$ cat src/rtl/xorseq3_pkg.sv
package xorseq3_pkg;
   localparam int STATE_W = 3;
   typedef logic [STATE_W-1:0] seq_state_t;

   // One step of the feedback map: upper bits shift up, low bit takes the XOR.
   function automatic seq_state_t feedback_step(input seq_state_t cur);
      seq_state_t nxt;
      nxt[2] = cur[1];
      nxt[1] = cur[0];
      nxt[0] = cur[2] ^ cur[1];
      return nxt;
   endfunction
endpackage

$ cat src/rtl/xorseq3_next.sv
module xorseq3_next
   import xorseq3_pkg::*;
#(
   parameter bit         ZERO_RECOVERY = 1'b1,
   parameter seq_state_t RECOVER_STATE = 3'b001
) (
   input  seq_state_t cur_state,
   output seq_state_t nxt_state,
   output logic       is_zero
);
   seq_state_t stepped;

   always_comb begin
      stepped = feedback_step(cur_state);
      is_zero = (cur_state == '0);
   end

   generate
      if (ZERO_RECOVERY) begin : g_recover
         always_comb nxt_state = is_zero ? RECOVER_STATE : stepped;
      end else begin : g_plain
         always_comb nxt_state = stepped;
      end
   endgenerate
endmodule

$ cat src/rtl/xorseq3_state_reg.sv
module xorseq3_state_reg
   import xorseq3_pkg::*;
#(
   parameter seq_state_t INIT_STATE = 3'b001
) (
   input  logic       clk,
   input  logic       rst,
   input  logic       load,
   input  logic       step,
   input  seq_state_t load_val,
   input  seq_state_t step_val,
   output seq_state_t q
);
   // Priority: reset, then load, then step, else hold.
   always_ff @(posedge clk) begin
      if (rst)       q <= INIT_STATE;
      else if (load) q <= load_val;
      else if (step) q <= step_val;
   end
endmodule

$ cat src/rtl/xorseq3_gen.sv
module xorseq3_gen
   import xorseq3_pkg::*;
#(
   parameter logic [2:0] RESET_STATE   = 3'b001,
   parameter bit         ZERO_RECOVERY = 1'b1
) (
   input  logic       clk,
   input  logic       rst,
   input  logic       cnt_en,
   input  logic       seed_ld,
   input  logic [2:0] seed_val,
   output logic [2:0] state_q,
   output logic       stuck_zero
);
   localparam seq_state_t RECOVER_STATE = seq_state_t'(RESET_STATE);

   generate
      if (RESET_STATE == 3'b000) begin : g_bad_reset
         $error("RESET_STATE must be nonzero: zero is the lock-up point");
      end
      if (STATE_W != 3) begin : g_bad_width
         $error("Feedback map is defined for a three-bit state only");
      end
   endgenerate

   seq_state_t cur_s;
   seq_state_t nxt_s;
   logic       zero_s;

   xorseq3_next #(
      .ZERO_RECOVERY(ZERO_RECOVERY),
      .RECOVER_STATE(RECOVER_STATE)
   ) next_i (
      .cur_state(cur_s),
      .nxt_state(nxt_s),
      .is_zero  (zero_s)
   );

   xorseq3_state_reg #(
      .INIT_STATE(RECOVER_STATE)
   ) reg_i (
      .clk     (clk),
      .rst     (rst),
      .load    (seed_ld),
      .step    (cnt_en),
      .load_val(seq_state_t'(seed_val)),
      .step_val(nxt_s),
      .q       (cur_s)
   );

   assign state_q    = cur_s;
   assign stuck_zero = zero_s;
endmodule

$ cat config.mk
export PLATFORM = sky130hd
export DESIGN_NAME = xorseq3_gen
export DESIGN_NICKNAME = d
export VERILOG_FILES = /design/src/rtl/xorseq3_pkg.sv /design/src/rtl/xorseq3_next.sv /design/src/rtl/xorseq3_state_reg.sv /design/src/rtl/xorseq3_gen.sv
export SDC_FILE = /design/constraint.sdc
export NUM_CORES = 1
export LEC_CHECK = 0
export BUFFER_PORTS_ARGS = -buffer_cell sky130_fd_sc_hd__buf_2
export CORE_AREA = 2 2 39 41
export DETAILED_ROUTE_END_ITERATION = 12
export DIE_AREA = 0 0 41 43
export PLACE_DENSITY = 0.43
export SYNTH_ARGS = -nofsm -noshare
export SYNTH_HDL_FRONTEND = slang
export SYNTH_SLANG_ARGS = --single-unit
$ cat constraint.sdc
create_clock -name clk -period 1.42 [get_ports clk]
set_input_delay 0.426 -clock clk [delete_from_list [all_inputs] [get_ports clk]]
set_output_delay 0.426 -clock clk [all_outputs]
set_load 0.02 [all_outputs]
==> Flow_metrics.wiki <==
{| class="wikitable"
! Metric !! Value
|-
| TritonRoute pass-1 iters || 2
|-
| Root buffer cell || sky130_fd_sc_hd__clkbuf_4
|-
| Summed area of non-filler cells in the final layout || around 270 um^2
|-
| Via-per-instance ratio || 3.681
|-
| Clock tree from TritonCTS || yes
|-
| Number of max-slew violations in the final report || 0
|-
| Sequence of cells on the critical path || nor3_2, buf_4
|-
| Total setup violations reported at the end of the flow || 0
|-
| DR DRC count || 0
|-
| Number of cell rows || 14
|-
| Register ranked first by flip-flop count || reg_i.q
|-
| Detailed placement HPWL || 313.1 um
|-
| Top-level port count || 11
|-
| Max Clock Freq || 750.7 MHz
|-
| Cell with the biggest individual delay on the critical path || sky130_fd_sc_hd__dfxtp_1
|-
| Max stage delay on crit path || roughly 0.34 ns
|-
| Clock transition at path regs || approximately 0.040 ns
|-
| PwrDens || 1151 nW/um^2
|-
| Average size of a mapped cell || 9.789 um^2
|-
| Post-Synthesis Net Count || 24
|-
| CTS Hold Buffers Added || 0
|-
| Detailed-route wire length per cell || 8.681 um
|-
| Largest net degree at the start of global routing || 7
|-
| Cell area after technology mapping || 166.4 um^2
|-
| Leakage dissipation || approximately 0.00013 uW
|-
| Post-Syn Instances || 17
|-
| Global routing met2 resource utilization || 5.938%
|-
| Width of the chip || 41 um
|-
| Met1 track demand over resource || 7.692%
|-
| Actual slew at the worst max-slew pin || ~0.22 ns
|-
| Setup Skew || 0.0003986 ns
|-
| Share of the clock period used by the worst path || a little over nine tenths
|-
| CTS-repair resized insts || 0
|-
| Total gr overflow || 0
|-
| Worst Setup Slack, final || 0.08791 ns
|-
| Area growth, synth to finish || 62.41%
|-
| Vias in the first global route || 154
|-
| Post-layout util || 19.53%
|-
| Count of maximum capacitance violations || 0
|-
| Kind of path behind the tightest hold check || in2reg
|-
| Dominant combinational cell family by area after synthesis || simple AND/OR/NAND/NOR gates
|-
| Highest-count cells in the layout ignoring fill and taps || 9 x sky130_fd_sc_hd__buf_2, 3 x sky130_fd_sc_hd__nor2_1, 3 x sky130_fd_sc_hd__clkbuf_4, 3 x sky130_fd_sc_hd__dfxtp_1, 2 x sky130_fd_sc_hd__mux2i_1
|-
| Distinct cells, synth || 11
|-
| Fraction of the yosys area taken by sequential cells || 36.09%
|-
| Met3 track demand over resource || 7.853%
|-
| Number of buffers inserted by port buffering || 10
|-
| Antenna viol nets, final || 0
|-
| Most frequent standard cell in the layout excluding fill and tap cells || sky130_fd_sc_hd__buf_2
|-
| Worst vdd ir || about 0.00046 V
|-
| Maximum buffer depth of the clock tree || 2
|-
| Number of flip-flops under the largest register name || 3
|-
| Run status || finished, final reports clean
|-
| Floorplan die area || between 1500 and 2000 um^2
|-
| Launching element type of the critical path || flop
|-
| Final number of hold-violating endpoints || 0
|-
| Synthesized-area fraction occupied by adder cells || 0%
|-
| Initial core utilization || 12.03%
|-
| Via total after detailed routing || 173
|-
| Simple-gate share of the synthesized area || 30.83%
|-
| Kind of end point of the critical path || output pin
|-
| Max Fanout on Critical Path || 5
|-
| Flop and latch count out of synthesis || 3
|-
| Multiplexer share of the synthesized area || about a quarter
|-
| Area of placed instances || 236.5 um^2
|-
| Layer with the highest usage || met3
|-
| Count of filler cells inserted in the layout || 151
|-
| Data arrival time of the worst path || 0.91 ns
|-
| Fraction of final layout cells sized beyond drive strength 1 || between 50 and 60%
|-
| Regs by FF count || reg_i.q: 3 flops
|-
| Synth Area in XOR/XNOR || 0%
|-
| Kind of cell adding the most delay to the critical path || flip-flops
|-
| All-layer global routing usage || around 6.4%
|-
| Setup Slack @ Placement || 0.2461 ns
|-
| Compound-gate portion of the synthesized area || 7.519%
|-
| First-pass GRT wire length || 676 um
|-
| Yosys Warn Count || 0
|-
| Number of buffers created by CTS || 3
|-
| Ant. Diodes || 0
|-
| Count of buffering cells on the critical path with inverters included || 1
|-
| Req. time, crit path || 0.99 ns
|-
| Classification of the worst setup path || reg2out
|-
| Placeable core area || 1384 um^2
|-
| Total wire length || 408 um
|-
| Latest clock arrival within the worst-skew pair || approximately 0.23 ns
|-
| CTS HTree Levels || 1
|-
| Number of buffers inserted by post-CTS setup repair || 0
|-
| Remaining max-slew budget at the tightest pin || 85.28%
|-
| Initial antenna violation count || 0
|-
| Post-route minimum period || 1.332 ns
|-
| Final weighted congestion of routability-driven global placement || about 0.6
|-
| Count of routing violations after the opening detailed-route iteration || 3
|-
| Register area || 60.06 um^2
|-
| Die Y-Extent || about 43 um
|-
| Sinks on Clock Net || 3
|-
| Final net count || 39
|-
| Area taken by multi-input logic gates || 111.4 um^2
|}
[cells by family (layout without fill, tap and decap cells)]
| logic type | after synthesis | count (layout) |
|---|---|---|
| and+or+nand+nor | 9 | 9 |
| AOI/OAI and AO/OA | 1 | 1 |
| muxes | 4 | 4 |
| DFF | 3 | 3 |
| buffers and inverters | 0 | 14 |
[cell usage after synthesis (all sizes together)]
master	instances	area share (%)
dfxtp	3	36
nor3	2	6.0
mux2	2	14
and2b	1	4.5
nand3	1	6.0
nor2	3	6.8
mux2i	2	12
nand2	1	2.3
or3b	1	5.3
a22oi	1	7.5
[worst paths after layout]
check,slack (ns),cells after the start,end,startpoint
worst min register to register,0.68,3,reg_i.q[0],reg_i.q[2]
worst max-delay path,0.09,2,stuck_zero,reg_i.q[0]
worst min-delay path,0.41,2,reg_i.q[1],rst
worst max register to register,0.39,3,reg_i.q[0],reg_i.q[0]
[area by class of cell]
cell class | instances | share of cell area (%)
timing repair buffer | 10 | 19.44
multi-input combinational | 14 | 41.20
tap | 16 | 7.407
sequential | 3 | 22.22
clock buffer | 4 | 9.722
[power breakdown]
group | total, uW | switching [uW] | internal (uW)
logic | 61.2 | 30.7 | 30.5
clock network | 149 | 43.8 | 105
registers | 101 | 9.25 | 91.6
total | 311 | 83.8 | 227
[worst register-to-register path, cell delays in order, from the launching register on]
cell                      delay, ns
sky130_fd_sc_hd__dfxtp_1       0.39
sky130_fd_sc_hd__or3b_1        0.38
sky130_fd_sc_hd__nand3_2       0.08
sky130_fd_sc_hd__a22oi_2       0.06
[per-stage QoR]
| stage | hold slack [ns] | instances | total power [uW] | TNS [ns] |
|---|---|---|---|---|
| after global routing | 0.4070 | 47 | 338.1 | -0.004313 |
| after global placement | 0.6490 | 43 | 160.7 | 0 |
| after CTS | 0.3948 | 47 | 316.7 | 0 |
| after detailed placement | 0.6433 | 43 | 160.1 | 0 |
| after floorplan | 0.4984 | 17 | 135.2 | 0 |
| final | 0.4066 | 47 | 311.2 | 0 |
[layer usage]
| layer | part of all wire (%) | routed length [um] |
|---|---|---|
| met3 | 15 | 60 |
| met1 | 54 | 219 |
| met2 | 31 | 128 |
| met4 | 0 | 0 |
| met5 | 0 | 0 |
Note: power is estimated with default switching activity, not from simulation.
